**src/rtl/fui_pkg.sv**
```systemverilog
package fui_pkg;
  typedef enum logic [1:0] {
    MODE_ONESHOT  = 2'd0,
    MODE_PERIODIC = 2'd1,
    MODE_RANDOM   = 2'd2,
    MODE_OFF      = 2'd3
  } injMode_e;

  // strobes from control to datapath
  typedef struct packed {
    logic clear;
    logic fire;
  } dpStrobe_t;

  localparam int LFSR_W = 32;
  localparam logic [LFSR_W-1:0] LFSR_TAPS = 32'h8020_0003;
  localparam int IDX_SRC_W = 16;
endpackage

```
**src/rtl/fui_lfsr.sv**
```systemverilog
module fui_lfsr
  import fui_pkg::*;
(
  input  logic              clk,
  input  logic              rstN,
  input  logic              load,
  input  logic [LFSR_W-1:0] seed,
  output logic [LFSR_W-1:0] state
);
  logic [LFSR_W-1:0] stateQ;
  logic [LFSR_W-1:0] seedSafe;
  logic [LFSR_W-1:0] stepped;

  assign seedSafe = (seed == '0) ? LFSR_W'(1) : seed;
  assign stepped  = (stateQ >> 1) ^ (stateQ[0] ? LFSR_TAPS : '0);

  always_ff @(posedge clk or negedge rstN) begin
    if (!rstN)     stateQ <= LFSR_W'(1);
    else if (load) stateQ <= seedSafe;
    else           stateQ <= stepped;
  end

  assign state = stateQ;


  lfsr_nonzero_chk: assert property (@(posedge clk) disable iff (!rstN)
    stateQ != '0);
endmodule

```
**src/rtl/fui_ctrl.sv**
```systemverilog
module fui_ctrl
  import fui_pkg::*;
#(
  parameter int DATA_W = 16,
  parameter int CNT_W  = 32,
  localparam int TOTAL_W = 2 * DATA_W,
  localparam int IDX_W   = $clog2(TOTAL_W)
) (
  input  logic              clk,
  input  logic              rstN,
  input  logic              startPulse,
  input  logic              enable,
  input  logic [1:0]        mode,
  input  logic [CNT_W-1:0]  interval,
  input  logic [CNT_W-1:0]  budget,
  input  logic [LFSR_W-1:0] probThresh,
  input  logic [LFSR_W-1:0] seed,
  input  logic              opValid,
  input  logic              injected,
  output dpStrobe_t         strobe,
  output logic [IDX_W-1:0]  bitIdx,
  output logic [CNT_W-1:0]  intendedCount,
  output logic [CNT_W-1:0]  effectiveCount,
  output logic [CNT_W-1:0]  cycleCount
);
  injMode_e          modeE;
  logic [LFSR_W-1:0] rnd;
  logic [CNT_W-1:0]  cycleQ, phaseQ, intendedQ, effectiveQ;
  logic              phaseWrap, trigger, budgetLeft, fire;
  logic [CNT_W:0]    nextCycle;

  assign modeE = injMode_e'(mode);

  fui_lfsr u_lfsr (
    .clk   (clk),
    .rstN  (rstN),
    .load  (startPulse),
    .seed  (seed),
    .state (rnd)
  );

  assign nextCycle  = {1'b0, cycleQ} + 1'b1;
  assign phaseWrap  = (interval != '0) && (phaseQ == interval - 1'b1);
  assign budgetLeft = intendedQ < budget;

  always_comb begin
    case (modeE)
      MODE_ONESHOT:  trigger = (interval != '0) && (nextCycle == {1'b0, interval});
      MODE_PERIODIC: trigger = phaseWrap;
      MODE_RANDOM:   trigger = rnd < probThresh;
      default:       trigger = 1'b0;
    endcase
  end

  assign fire = enable && budgetLeft && trigger && !startPulse;

  assign strobe.clear = startPulse;
  assign strobe.fire  = fire;
  assign bitIdx = IDX_W'(32'(rnd[IDX_SRC_W-1:0]) % TOTAL_W);

  always_ff @(posedge clk or negedge rstN) begin
    if (!rstN) begin
      cycleQ     <= '0;
      phaseQ     <= '0;
      intendedQ  <= '0;
      effectiveQ <= '0;
    end else if (startPulse) begin
      cycleQ     <= '0;
      phaseQ     <= '0;
      intendedQ  <= '0;
      effectiveQ <= '0;
    end else begin
      if (cycleQ != '1) cycleQ <= cycleQ + 1'b1;
      if (phaseWrap || interval == '0) phaseQ <= '0;
      else                             phaseQ <= phaseQ + 1'b1;
      if (fire && intendedQ != '1) intendedQ <= intendedQ + 1'b1;
      if (injected && opValid && effectiveQ != '1) effectiveQ <= effectiveQ + 1'b1;
    end
  end

  assign intendedCount  = intendedQ;
  assign effectiveCount = effectiveQ;
  assign cycleCount     = cycleQ;


  budget_hold_chk: assert property (@(posedge clk) disable iff (!rstN)
    (!startPulse && intendedQ >= budget) |=> $stable(intendedQ));


  idle_upset_chk: assert property (@(posedge clk) disable iff (!rstN)
    (!startPulse && injected && !opValid) |=> $stable(effectiveQ));


  start_clear_chk: assert property (@(posedge clk) disable iff (!rstN)
    startPulse |=> (cycleQ == '0 && intendedQ == '0 && effectiveQ == '0));


  disabled_quiet_chk: assert property (@(posedge clk) disable iff (!rstN)
    (!startPulse && !enable) |=> $stable(intendedQ));
endmodule

```
**src/rtl/fui_datapath.sv**
```systemverilog
module fui_datapath
  import fui_pkg::*;
#(
  parameter int DATA_W = 16,
  localparam int TOTAL_W = 2 * DATA_W,
  localparam int IDX_W   = $clog2(TOTAL_W)
) (
  input  logic              clk,
  input  logic              rstN,
  input  dpStrobe_t         strobe,
  input  logic [IDX_W-1:0]  bitIdx,
  input  logic [DATA_W-1:0] opAIn,
  input  logic [DATA_W-1:0] opBIn,
  output logic [DATA_W-1:0] opAOut,
  output logic [DATA_W-1:0] opBOut,
  output logic              injected,
  output logic [IDX_W-1:0]  flipIndex
);
  logic [TOTAL_W-1:0] maskQ;
  logic [IDX_W-1:0]   idxQ;
  logic [TOTAL_W-1:0] opsIn, opsOut;

  always_ff @(posedge clk or negedge rstN) begin
    if (!rstN) begin
      maskQ <= '0;
      idxQ  <= '0;
    end else if (strobe.clear || !strobe.fire) begin
      maskQ <= '0;
      idxQ  <= '0;
    end else begin
      maskQ <= TOTAL_W'(1) << bitIdx;
      idxQ  <= bitIdx;
    end
  end

  assign opsIn = {opBIn, opAIn};

  for (genvar g = 0; g < TOTAL_W; g++) begin : g_flip
    assign opsOut[g] = opsIn[g] ^ maskQ[g];
  end

  assign {opBOut, opAOut} = opsOut;
  assign injected  = |maskQ;
  assign flipIndex = idxQ;


  single_bit_chk: assert property (@(posedge clk) disable iff (!rstN)
    $onehot0({opBOut, opAOut} ^ {opBIn, opAIn}));


  index_match_chk: assert property (@(posedge clk) disable iff (!rstN)
    injected |-> (({opBOut, opAOut} ^ {opBIn, opAIn}) == (TOTAL_W'(1) << flipIndex)));


  passthrough_chk: assert property (@(posedge clk) disable iff (!rstN)
    !injected |-> ({opBOut, opAOut} == {opBIn, opAIn}));
endmodule

```
**src/rtl/fu_upset_injector.sv**
```systemverilog
module fu_upset_injector
  import fui_pkg::*;
#(
  parameter int DATA_W = 16,
  parameter int CNT_W  = 32,
  localparam int IDX_W = $clog2(2 * DATA_W)
) (
  input  logic              clk,
  input  logic              rstN,
  input  logic              startPulse,
  input  logic              enable,
  input  logic [1:0]        mode,
  input  logic [CNT_W-1:0]  interval,
  input  logic [CNT_W-1:0]  budget,
  input  logic [31:0]       probThresh,
  input  logic [31:0]       seed,
  input  logic              opValid,
  input  logic [DATA_W-1:0] opAIn,
  input  logic [DATA_W-1:0] opBIn,
  output logic [DATA_W-1:0] opAOut,
  output logic [DATA_W-1:0] opBOut,
  output logic              injected,
  output logic [IDX_W-1:0]  flipIndex,
  output logic [CNT_W-1:0]  intendedCount,
  output logic [CNT_W-1:0]  effectiveCount,
  output logic [CNT_W-1:0]  cycleCount
);
  dpStrobe_t        strobe;
  logic [IDX_W-1:0] bitIdx;

  fui_ctrl #(.DATA_W(DATA_W), .CNT_W(CNT_W)) u_ctrl (
    .clk            (clk),
    .rstN           (rstN),
    .startPulse     (startPulse),
    .enable         (enable),
    .mode           (mode),
    .interval       (interval),
    .budget         (budget),
    .probThresh     (probThresh),
    .seed           (seed),
    .opValid        (opValid),
    .injected       (injected),
    .strobe         (strobe),
    .bitIdx         (bitIdx),
    .intendedCount  (intendedCount),
    .effectiveCount (effectiveCount),
    .cycleCount     (cycleCount)
  );

  fui_datapath #(.DATA_W(DATA_W)) u_dp (
    .clk       (clk),
    .rstN      (rstN),
    .strobe    (strobe),
    .bitIdx    (bitIdx),
    .opAIn     (opAIn),
    .opBIn     (opBIn),
    .opAOut    (opAOut),
    .opBOut    (opBOut),
    .injected  (injected),
    .flipIndex (flipIndex)
  );
endmodule

```
**config.mk**
```make
export PLATFORM = sky130hd
export DESIGN_NAME = fu_upset_injector
export DESIGN_NICKNAME = d
export VERILOG_FILES = /design/src/rtl/fui_pkg.sv /design/src/rtl/fui_lfsr.sv /design/src/rtl/fui_ctrl.sv /design/src/rtl/fui_datapath.sv /design/src/rtl/fu_upset_injector.sv
export SDC_FILE = /design/constraint.sdc
export NUM_CORES = 1
export LEC_CHECK = 0
export BUFFER_PORTS_ARGS = -buffer_cell sky130_fd_sc_hd__buf_2
export CORE_UTILIZATION = 30
export DETAILED_ROUTE_END_ITERATION = 6
export PLACE_DENSITY = 0.57
export REMOVE_ABC_BUFFERS = 1
export SYNTH_ARGS = -nofsm -noshare
export SYNTH_HDL_FRONTEND = slang
export SYNTH_SLANG_ARGS = --single-unit
```
**constraint.sdc**
```tcl
create_clock -name clk -period 3.7 [get_ports clk]
set_input_delay 0.555 -clock clk [delete_from_list [all_inputs] [get_ports clk]]
set_output_delay 0.555 -clock clk [all_outputs]
set_load 0.005 [all_outputs]
```
==> impl_metrics.ini <==
[status]
run_status = complete, but fails checks
failed_checks = setup timing

[logic_synthesis]
synth_top_family_by_area = simple AND/OR/NAND/NOR gates
asyncSetResetFlopFracSynth_pct = 100
synth-compound-area-share_pct = 9.58
ys_warn_count = 0
post_synth_fa_ha_maj_area_fraction_pct = 7.03
postSynthCellCount = 1402
post_synth.cell_area_avg_um2 = 9.14
synthDistinctLibCells = 70
synth_enable_flop_cells = 0
synthMuxAreaShare_pct = 3.52
share_of_synthesized_area_occupied_by_flip_flops_and_latches_pct = 38.5
synth_flop_cell = dfrtp_1
synth.cell_area_um2 = 12800
synthXorXnorAreaFrac_pct = 13.9
postSynthRegisterBits = 197
synth_simple_gate_area_share_pct = 23.0

[worst_setup_path]
crit_path_top_delay_cell = or4_4
cp_slowest_stage_delay_ps = 590
crit_family = simple AND/OR/NAND/NOR gates
required_time_of_the_critical_path_ps = 4050
critPathKind = register to register
critical_path.startpoint_type = register
worstPathCellList = ha_2, and4_1, nand4_1, buf_6, o211a_1, a31oi_4, nand4b_1, or4_4, or4_4, a31oi_4, and2_4, buf_6, mux2_4, a22o_1
critical_path_arrival_ps = 4260
cp_num_buf_inv = 2
crit_path_max_fanout = 7
worst_setup_path_end_kind = register

[route]
drc = 0
number_of_nets_with_antenna_violations_after_detailed_routing = 0
vias = 12300
first_pass_iters = 5
wirelength_um = 44200
wire_per_inst_um = 18.1
route.detailed.vias_per_inst = 5.03
drt_iter0_markers = 654

[grt]
grt_pass1_vias = 12100
number_of_antenna_violations_at_the_first_check_in_global_routing = 2
grt.overflow.total = 0
grt_max_degree = 113
wire_length_of_the_first_global_routing_pass_um = 68400
total_routing_resource_utilization_after_global_routing_pct = 20.3

[sta]
fin_hold_viols = 0
layout_worst_path_cycle_share_pct = 106
max_freq_ghz = 0.256
whs_ps = 229
timing.final.crit_period_ps = 3910
worstMarginPinSlew_ps = 923
maxSlewViolCount = 0
rsz0062_at_grt = yes
setup_viol_count_final = 48
fin_setup_tns_ps = -4810
fin_ws_ps = -209
slew_headroom_pct = 38.5
clock_skew_ps = 13.0

[cts]
clock_tree.root_cell = clkbuf_16
cts_inserted_buffers = 17
clk_pin_slew_worst_paths_ps = 80
hold_buffers = 0
clock_tree_from_tritoncts = yes
clk_path_buf_depth = 2
tritoncts_num_sinks = 197
htree_num_levels = 4
worstSkewPairLatency_ps = 460

[final_layout]
most-common-layout-cells = buf_2 (298), buf_4 (219), dfrtp_1 (196)
n_fill_cell = 4249
post_layout_nonfiller_instances = 2442
finalInstanceArea_um2 = 17600
design.final.nets = 2130
antennaDiodeCount = 0
final_common_cell = buf_2
layout-drive-gt1-share_pct = 35.3
seq_area_um2 = 4930
flow.area_growth_from_synthesis_pct = 37.1
multiInputGateArea_um2 = 7710

[power]
intPower_mw = 3.51
power_frac_comb_pct = 14.7
cellPowerDensity_nw_per_um2 = 280
p_clk_share_pct = 39.7
seqPwrFrac_pct = 45.6
ir_worst_vdd_v = 0.000324
power.total_mw = 4.91
switching_share_pct = 28.5
p_leak_nw = 8.69
switchingPower_mw = 1.40

[run]
max_cap_violations = 0

[floorplanning]
rows = 75
top_level_ports = 301
initial_utilization_pct = 30.5
core_area_um2 = 42000
design.die.area_um2 = 43600
die-height_um = 209
die_x_um = 209

[placed_design]
dp_cells = 2396
postPlaceCellArea_um2 = 16400
place_congestion = 0.891
dp_hpwl_um = 35200
io_buffer_count = 300

[min_path]
worst_hold_path_type = input pin to async pin
==> registers in the layout (all words and copies together), names as in the netlist <==
| register | flops |
|---|---|
| u_dp.maskQ | 32 |
| u_ctrl.effectiveCount | 32 |
| u_dp.flipIndex | 5 |
| u_ctrl.u_lfsr.state | 32 |
| u_ctrl.intendedCount | 32 |
| u_ctrl.cycleCount | 32 |
| u_ctrl.phaseQ | 32 |
==> synthesized netlist by cell type (5+ instances only) <==
master,number,area share (%)
dfrtp_1,196,38
nor2_1,154,4.5
xor2_1,118,8.1
nand2_1,82,2.4
inv_1,79,2.3
xnor2_1,78,5.3
ha_1,72,7.0
a21oi_1,59,2.3
nand3_1,57,2.2
nand4_1,53,2.6
clkbuf_1,49,1.4
nor4_1,38,1.9
and3_1,37,1.8
mux2_2,33,2.9
nor3_1,31,1.2
o21ai_0,31,1.2
and2_1,24,1.2
and4_1,17,1.2
a21o_1,16,0.94
a31oi_1,12,0.59
nor2b_1,11,0.54
or3_1,10,0.49
o211ai_1,9,0.53
o31ai_1,9,0.53
or4_1,9,0.53
buf_1,8,0.23
mux2i_1,8,0.62
nand3b_1,8,0.47
nand2b_1,7,0.34
o21a_1,7,0.41
a41oi_1,6,0.41
a2111oi_0,5,0.34
or2_2,5,0.24
==> logic make-up after synthesis <==
kind of cell / after synthesis
XOR/XNOR: 199
buffers and inverters: 143
multiplexers: 41
AND/OR/NAND/NOR: 564
adder cells (fa/ha/maj): 72
flip-flops: 197
AO/OA/AOI/OAI: 186
==> path summary, 6_finish.rpt <==
path                                                   from  slack (ps)                                   end  depth (start not counted)
max                        u_ctrl.cycleCount[0]$_DFFE_PN0P_        -210  u_ctrl.intendedCount[15]$_DFFE_PN0P_                         14
min                                                    rstN         230  u_ctrl.effectiveCount[6]$_DFFE_PN0P_                          1
max reg2reg                u_ctrl.cycleCount[0]$_DFFE_PN0P_        -210  u_ctrl.intendedCount[15]$_DFFE_PN0P_                         14
min reg2reg                u_ctrl.u_lfsr.state[5]$_DFF_PN0_         520      u_ctrl.u_lfsr.state[4]$_DFF_PN0_                          1
max in group asynchronous                              rstN        2560              u_dp.maskQ[21]$_DFF_PN0_                          2
min in group clk                                   seed[31]         330     u_ctrl.u_lfsr.state[31]$_DFF_PN0_                          3
==> area by class of cell <==
| cell class | instances | area share [%] |
|---|---|---|
| Multi-Input combinational cell | 1062 | 43.8 |
| Tap cell | 539 | 3.84 |
| Clock inverter | 13 | 0.904 |
| Sequential cell | 197 | 28.0 |
| Clock buffer | 18 | 2.50 |
| Inverter | 79 | 1.69 |
| Timing Repair Buffer | 534 | 19.2 |
==> through the flow <==
step	utilization [%]	setup WS [ps]
final	41.8	-209
after global routing	41.8	-308
after CTS	41.4	-165
after detailed placement	39.1	-946
after global placement	39.1	-919
after floorplan	-	-1140
==> power groups by stage <==
stage / clock (mW) / sequential, mW / combinational, mW
after floorplan: 0 / 2.27 / 0.301
after global placement: 0 / 2.28 / 0.698
after detailed placement: 0 / 2.28 / 0.711
after CTS: 2.01 / 2.24 / 0.726
after global routing: 2.09 / 2.25 / 0.803
final: 1.95 / 2.24 / 0.724
==> layer usage <==
layer	track usage, %	up-vias	part of all wire, %
met3	3.25	49	5.0
met1	26.0	5956	44
li1	-	5920	-
met2	34.7	351	49
met5	0	-	0
met4	6.74	0	2.3
==> worst reg2reg max path, cell delays in order (launching register included) <==
cell	delay, ps
dfrtp_1	370
ha_2	180
and4_1	200
nand4_1	150
buf_6	180
o211a_1	240
a31oi_4	180
nand4b_1	120
or4_4	550
or4_4	590
a31oi_4	250
and2_4	180
buf_6	120
mux2_4	300
a22o_1	180
==> repair_timing <==
action,4_1_cts,5_1_grt
gates resized for setup,57,35
gates cloned,2,0
setup buffers,10,5
pin swaps,26,21
setup endpoints to repair,65,66
(Power assumes the default switching activity.)
